`config.mk`:
```
export PLATFORM = sky130hd
export DESIGN_NAME = addr_rebuild
export DESIGN_NICKNAME = d
export VERILOG_FILES = /design/src/rtl/addr_rebuild_pkg.sv /design/src/rtl/rebuild_control.sv /design/src/rtl/rebuild_datapath.sv /design/src/rtl/addr_rebuild.sv
export SDC_FILE = /design/constraint.sdc
export NUM_CORES = 1
export LEC_CHECK = 0
export BUFFER_PORTS_ARGS = -buffer_cell sky130_fd_sc_hd__buf_2
export CAP_MARGIN = 15
export CORE_MARGIN = 3
export CORE_UTILIZATION = 60
export DETAILED_ROUTE_END_ITERATION = 7
export PLACE_DENSITY = 0.86
export SLEW_MARGIN = 30
export SYNTH_ARGS = -nofsm -noshare
export SYNTH_HDL_FRONTEND = slang
export SYNTH_SLANG_ARGS = --single-unit
```
`constraint.sdc`:
```
create_clock -name clk -period 8 [get_ports clk]
set_input_delay 2.4 -clock clk [delete_from_list [all_inputs] [get_ports clk]]
set_output_delay 2.4 -clock clk [all_outputs]
set_load 0.01 [all_outputs]
```
`src/rtl/addr_rebuild_pkg.sv`:
```
package addr_rebuild_pkg;

  typedef struct packed {
    logic capture;
  } rebuildStrobe_t;

endpackage

```
`src/rtl/rebuild_control.sv`:
```
module rebuild_control
  import addr_rebuild_pkg::*;
(
  input  logic           clk,
  input  logic           rstN,
  input  logic           inValid,
  output rebuildStrobe_t strobe,
  output logic           outValid
);

  always_comb begin
    strobe.capture = inValid;
  end

  always_ff @(posedge clk) begin
    if (!rstN) outValid <= 1'b0;
    else       outValid <= inValid;
  end


  latency_chk: assert property (@(posedge clk) disable iff (!rstN)
    inValid |=> outValid);


  no_spurious_chk: assert property (@(posedge clk) disable iff (!rstN)
    !inValid |=> !outValid);

endmodule

```
`src/rtl/rebuild_datapath.sv`:
```
module rebuild_datapath
  import addr_rebuild_pkg::*;
#(
  parameter int ADDR_W   = 64,
  parameter int SEL_W    = 3,
  parameter int POS_BASE = 6,
  parameter int HASH_LO  = 6,
  parameter int HASH_HI  = 19
) (
  input  logic                         clk,
  input  logic                         rstN,
  input  rebuildStrobe_t               strobe,
  input  logic [ADDR_W-1:0]            sliceAddr,
  input  logic [ADDR_W-1:0]            smallSize,
  input  logic [SEL_W-1:0]             posSel,
  input  logic [HASH_HI-HASH_LO:0]     hashMask,
  input  logic                         hashBase,
  output logic [ADDR_W-1:0]            outAddr
);

  localparam int NUM_POS = 1 << SEL_W;
  localparam int SH_W    = $clog2(ADDR_W);

  logic [ADDR_W-1:0] provArr [NUM_POS];
  logic [ADDR_W-1:0] provisional;
  logic [SH_W-1:0]   posIdx;
  logic [ADDR_W-1:0] posBit;
  logic [ADDR_W-1:0] lowMask;
  logic [ADDR_W-1:0] maskWide;
  logic [ADDR_W-1:0] selMask;
  logic [ADDR_W-1:0] selected;
  logic              hashBit;
  logic              highZone;
  logic [ADDR_W-1:0] nextAddr;

  // One gap-opening candidate per selectable position.
  for (genvar k = 0; k < NUM_POS; k++) begin : g_pos
    localparam int P = POS_BASE + k;
    assign provArr[k] = {sliceAddr[ADDR_W-2:P], 1'b0, sliceAddr[P-1:0]};
  end

  always_comb begin
    posIdx      = SH_W'(POS_BASE) + SH_W'(posSel);
    posBit      = ADDR_W'(1) << posIdx;
    lowMask     = posBit - ADDR_W'(1);
    provisional = provArr[posSel];
    maskWide    = ADDR_W'(hashMask) << HASH_LO;
    selMask     = maskWide | posBit;
    selected    = provisional & selMask;
    hashBit     = hashBase ^ (^selected[HASH_HI:HASH_LO]);
    highZone    = sliceAddr >= smallSize;
    if (highZone) nextAddr = sliceAddr + smallSize;
    else          nextAddr = provisional | (ADDR_W'(hashBit) << posIdx);
  end

  always_ff @(posedge clk) begin
    if (!rstN)               outAddr <= '0;
    else if (strobe.capture) outAddr <= nextAddr;
  end


  offset_zone_chk: assert property (@(posedge clk) disable iff (!rstN)
    (strobe.capture && highZone) |=>
      ((outAddr - $past(smallSize)) == $past(sliceAddr)));


  low_bits_chk: assert property (@(posedge clk) disable iff (!rstN)
    (strobe.capture && !highZone) |=>
      (((outAddr ^ $past(sliceAddr)) & $past(lowMask)) == '0));


  high_bits_chk: assert property (@(posedge clk) disable iff (!rstN)
    (strobe.capture && !highZone) |=>
      ((outAddr >> ($past(posIdx) + SH_W'(1))) ==
       (($past(sliceAddr) << 1) >> ($past(posIdx) + SH_W'(1)))));


  id_recover_chk: assert property (@(posedge clk) disable iff (!rstN)
    (strobe.capture && !highZone) |=>
      ((^(outAddr[HASH_HI:HASH_LO] & $past(selMask[HASH_HI:HASH_LO]))) ==
       $past(hashBase)));


  hold_chk: assert property (@(posedge clk) disable iff (!rstN)
    !strobe.capture |=> $stable(outAddr));

endmodule

```
`src/rtl/addr_rebuild.sv`:
```
module addr_rebuild
  import addr_rebuild_pkg::*;
#(
  parameter int ADDR_W   = 64,
  parameter int SEL_W    = 3,
  parameter int POS_BASE = 6,
  parameter int HASH_LO  = 6,
  parameter int HASH_HI  = 19
) (
  input  logic                     clk,
  input  logic                     rstN,
  input  logic                     inValid,
  input  logic [ADDR_W-1:0]        sliceAddr,
  input  logic [ADDR_W-1:0]        smallSize,
  input  logic [SEL_W-1:0]         posSel,
  input  logic [HASH_HI-HASH_LO:0] hashMask,
  input  logic                     hashBase,
  output logic                     outValid,
  output logic [ADDR_W-1:0]        outAddr
);

  rebuildStrobe_t strobe;

  rebuild_control i_control (
    .clk      (clk),
    .rstN     (rstN),
    .inValid  (inValid),
    .strobe   (strobe),
    .outValid (outValid)
  );

  rebuild_datapath #(
    .ADDR_W   (ADDR_W),
    .SEL_W    (SEL_W),
    .POS_BASE (POS_BASE),
    .HASH_LO  (HASH_LO),
    .HASH_HI  (HASH_HI)
  ) i_datapath (
    .clk       (clk),
    .rstN      (rstN),
    .strobe    (strobe),
    .sliceAddr (sliceAddr),
    .smallSize (smallSize),
    .posSel    (posSel),
    .hashMask  (hashMask),
    .hashBase  (hashBase),
    .outAddr   (outAddr)
  );

endmodule

```
==> metrics.md <==
| Metric | Value |
|---|---|
| PnR worst setup slack | 2.608 ns |
| Final setup viols | 0 |
| Finished Cell Area | 10,480 um^2 |
| Via count | 10,299 |
| Final Cycle Share | 67.39% |
| Mapped Avg Cell Area | 7.153 um^2 |
| Antenna cells | 0 |
| Req. time, crit path | 8.27 ns |
| Worst hold path class | reg -> reg |
| Max-slew violations | 0 |
| Ys async rst share | 0% |
| Die area | 16,730 um^2 |
| Port Buffers | 213 |
| Root Buffer | clkbuf_16 |
| Met1 Wirelength | 13,000 um |
| Drt first pass iters | 6 |
| CTS tree | yes |
| CTS Sinks | 65 |
| Syn-to-layout area delta | 14.86% |
| Vias/cell | 6.295 |
| Row count | 44 |
| P_leak | 4.930 nW |
| #FFs+latches synth | 65 |
| Post-synthesis xor/xnor area fraction | 7.101% |
| Status | completed |
| Unrepaired setup endpoints after global routing | no |
| Final wirelength | 30,780 um |
| Largest family of logic cells by synthesized area | compound AO/OA/AOI/OAI gates |
| Hold Vio Cnt, Final | 0 |
| Ys flop type | dfxtp_1 |
| CP Capture Type | flop |
| Top sig layer | met4 |
| Post-synth EDFFs | 0 |
| Most common cell after layout, fill and taps aside | buf_2 |
| DR WL met3 | 2570 um |
| Worst-case reg-to-reg path depth | 3 |
| IO Count | 214 |
| Starting Density | 62.10% |
| Clock-pin slew on the worst setup and hold paths | 0.06 ns |
| Cell count along the critical path | 13 |
| Cell family with most CP delay | compound AO/OA/AOI/OAI gates |
| Measured slew at the worst slew-check pin | 0.8181 ns |
| Worst Hold Path Cells | 2 |
| Most frequent cells in the layout | 213 x buf_2, 136 x inv_1, 129 x ha_1, 121 x a21oi_1, 114 x nor2_1 |
| CTS Hold Bufs | 0 |
| Worst Path Arrival | 5.67 ns |
| Crit path buffers/inverters | 1 |
| Power consumption | 1.493 mW |
| Max VDD drop | 0.1086 mV |
| Clock Path Buffers | 2 |
| Multiplexer area fraction after synthesis | 1.110% |
| Largest net degree at the start of global routing | 56 |
| Crit-path cells | buf_2 > ha_1 > nor2b_1 > o21ai_0 > a2111oi_0 > o31ai_1 > a31oi_1 > nor3_2 > nor4_2 > nor4b_2 > xnor2_1 > nand3_1 > a21oi_1 |
| Post-route DRC | 0 |
| Synth Cell Area | 9128 um^2 |
| Crit path kind | in -> reg |
| Htree depth | 3 |
| Total GRT Usage | 35.52% |
| CP max FO | 9 |
| Sequential-to-total area share from yosys stat | 14.26% |
| Clock latency on the worst-skew pair | 0.35 ns |
| Number of max-cap violations | 0 |
| Complex-gate fraction of the synthesized area | 28.90% |
| Global-route wire length before repair | 47,600 um |
| Die width | 129.3 um |
| Post-DRT Antenna Nets | 0 |
| Vias in the first global route | 9,337 |
| Final setup TNS | 0 ns |
| Detail Placement HPWL | 24,540 um |
| Synth top area share | 17.68% |
| Initial detailed-routing violation count | 1,231 |
| Final #Nets | 1,726 |
| Initial antenna violation count | 0 |
| Synth Area in Adders | 17.90% |
| Routed length on met2 | 14,240 um |
| Yosys top cell by area | ha_1 |
| Fmax | 0.1855 GHz |
| CP max-delay cell | nor4b_2 |
| Unique cell type count in the Yosys netlist | 84 |
| Startpoint types | primary input |
| Syn_nets | 1,555 |
| Post-Route Skew | 0 ns |
| Fill count | 1,285 |
| Ys Warns | 0 |
| Pre-CTS worst setup slack | 2.287 ns |
| Post_cts resized | 0 |
| Proportion of layout cells with a drive suffix above 1 | 19.35% |
| Placed inst area | 10,200 um^2 |
| Core area | 14,700 um^2 |
| Gr ovfl total | 0 |
| CTS Buf Count | 9 |
| Min Tclk post-route | 5.392 ns |
| Post-synthesis simple-gate area fraction | 22.00% |
| Die Height | 129.3 um |
| Setup bufs post-CTS | 0 |
| Placer Congestion | 0.9853 |
| Synth area leaders | ha_1 18%, dfxtp_1 14%, xnor2_1 6.7% |
| Slew margin rel. | 44.95% |
| Mapped Cells | 1,276 |
| Worst path max stage delay | 0.48 ns |
| PD cells | 142.4 nW/um^2 |
| Post-DR wirelength/cell | 18.81 um |
## flip-flops by register name, summed over array words and instances, names as in the netlist
| register | count |
|---|---|
| i_datapath.outAddr | 64 |
| i_control.outValid | 1 |
## tightest hold or removal path, stage by stage, from the launching register on
cell and delay [ns]:
dfxtp_1 0.32, nand2_1 0.04, o21ai_0 0.05
## final timing paths
path | start | end | slack [ns]
worst max register to register | i_datapath.outAddr[8]$_SDFFE_PN0P_ | i_datapath.outAddr[8]$_SDFFE_PN0P_ | 7.20
worst max-delay path | sliceAddr[21] | i_datapath.outAddr[58]$_SDFFE_PN0P_ | 2.61
worst min-delay path | i_datapath.outAddr[40]$_SDFFE_PN0P_ | i_datapath.outAddr[40]$_SDFFE_PN0P_ | 0.45
worst min register to register | i_datapath.outAddr[40]$_SDFFE_PN0P_ | i_datapath.outAddr[40]$_SDFFE_PN0P_ | 0.45
## final cells by class
class                      count  area [um^2]  area share (%)
clock buffer                  11        252.7           2.411
clock inverter                 5        30.03          0.2864
inverter                     139        521.8           4.977
multi-input combinational   1012         7029           67.05
sequential                    65         1301           12.41
tap                          184        230.2           2.196
timing repair buffer         220         1119           10.67
## power breakdown
part	total [mW]	internal (mW)	switching, mW
clock network	0.394	0.225	0.169
registers	0.376	0.357	0.0190
logic	0.723	0.278	0.444
total	1.49	0.860	0.632
## synth_stat cells (all sizes together), types with 28 or more instances
master	number
dfxtp	65
inv	138
ha	129
nor2	114
o21ai	92
xnor2	70
nor3	38
a21oi	124
nand2	95
nand3	33
buf	32
clkbuf	28
## cell families after synthesis
family | after synthesis
adder cells (fa/ha/maj) | 130
AO/OA/AOI/OAI | 401
buffers and inverters | 199
AND/OR/NAND/NOR | 397
flip-flops | 65
XOR/XNOR | 74
multiplexers | 10
## metrics by stage
stage                     util, %  cells  hold slack, ns
final                       71.32   1636          0.4459
after global routing        71.32   1636          0.4673
after CTS                   71.32   1636          0.4495
after detailed placement    69.40   1620          0.4362
after global placement      69.40   1620          0.4285
after floorplan                 -   1276          0.4726
## routing by layer
layer	vias to the layer above	GRT usage [%]
li1	4881	-
met1	4774	47.29
met2	566	59.27
met3	78	3.998
met4	0	13.16
met5	-	0
(Power assumes the default switching activity.)
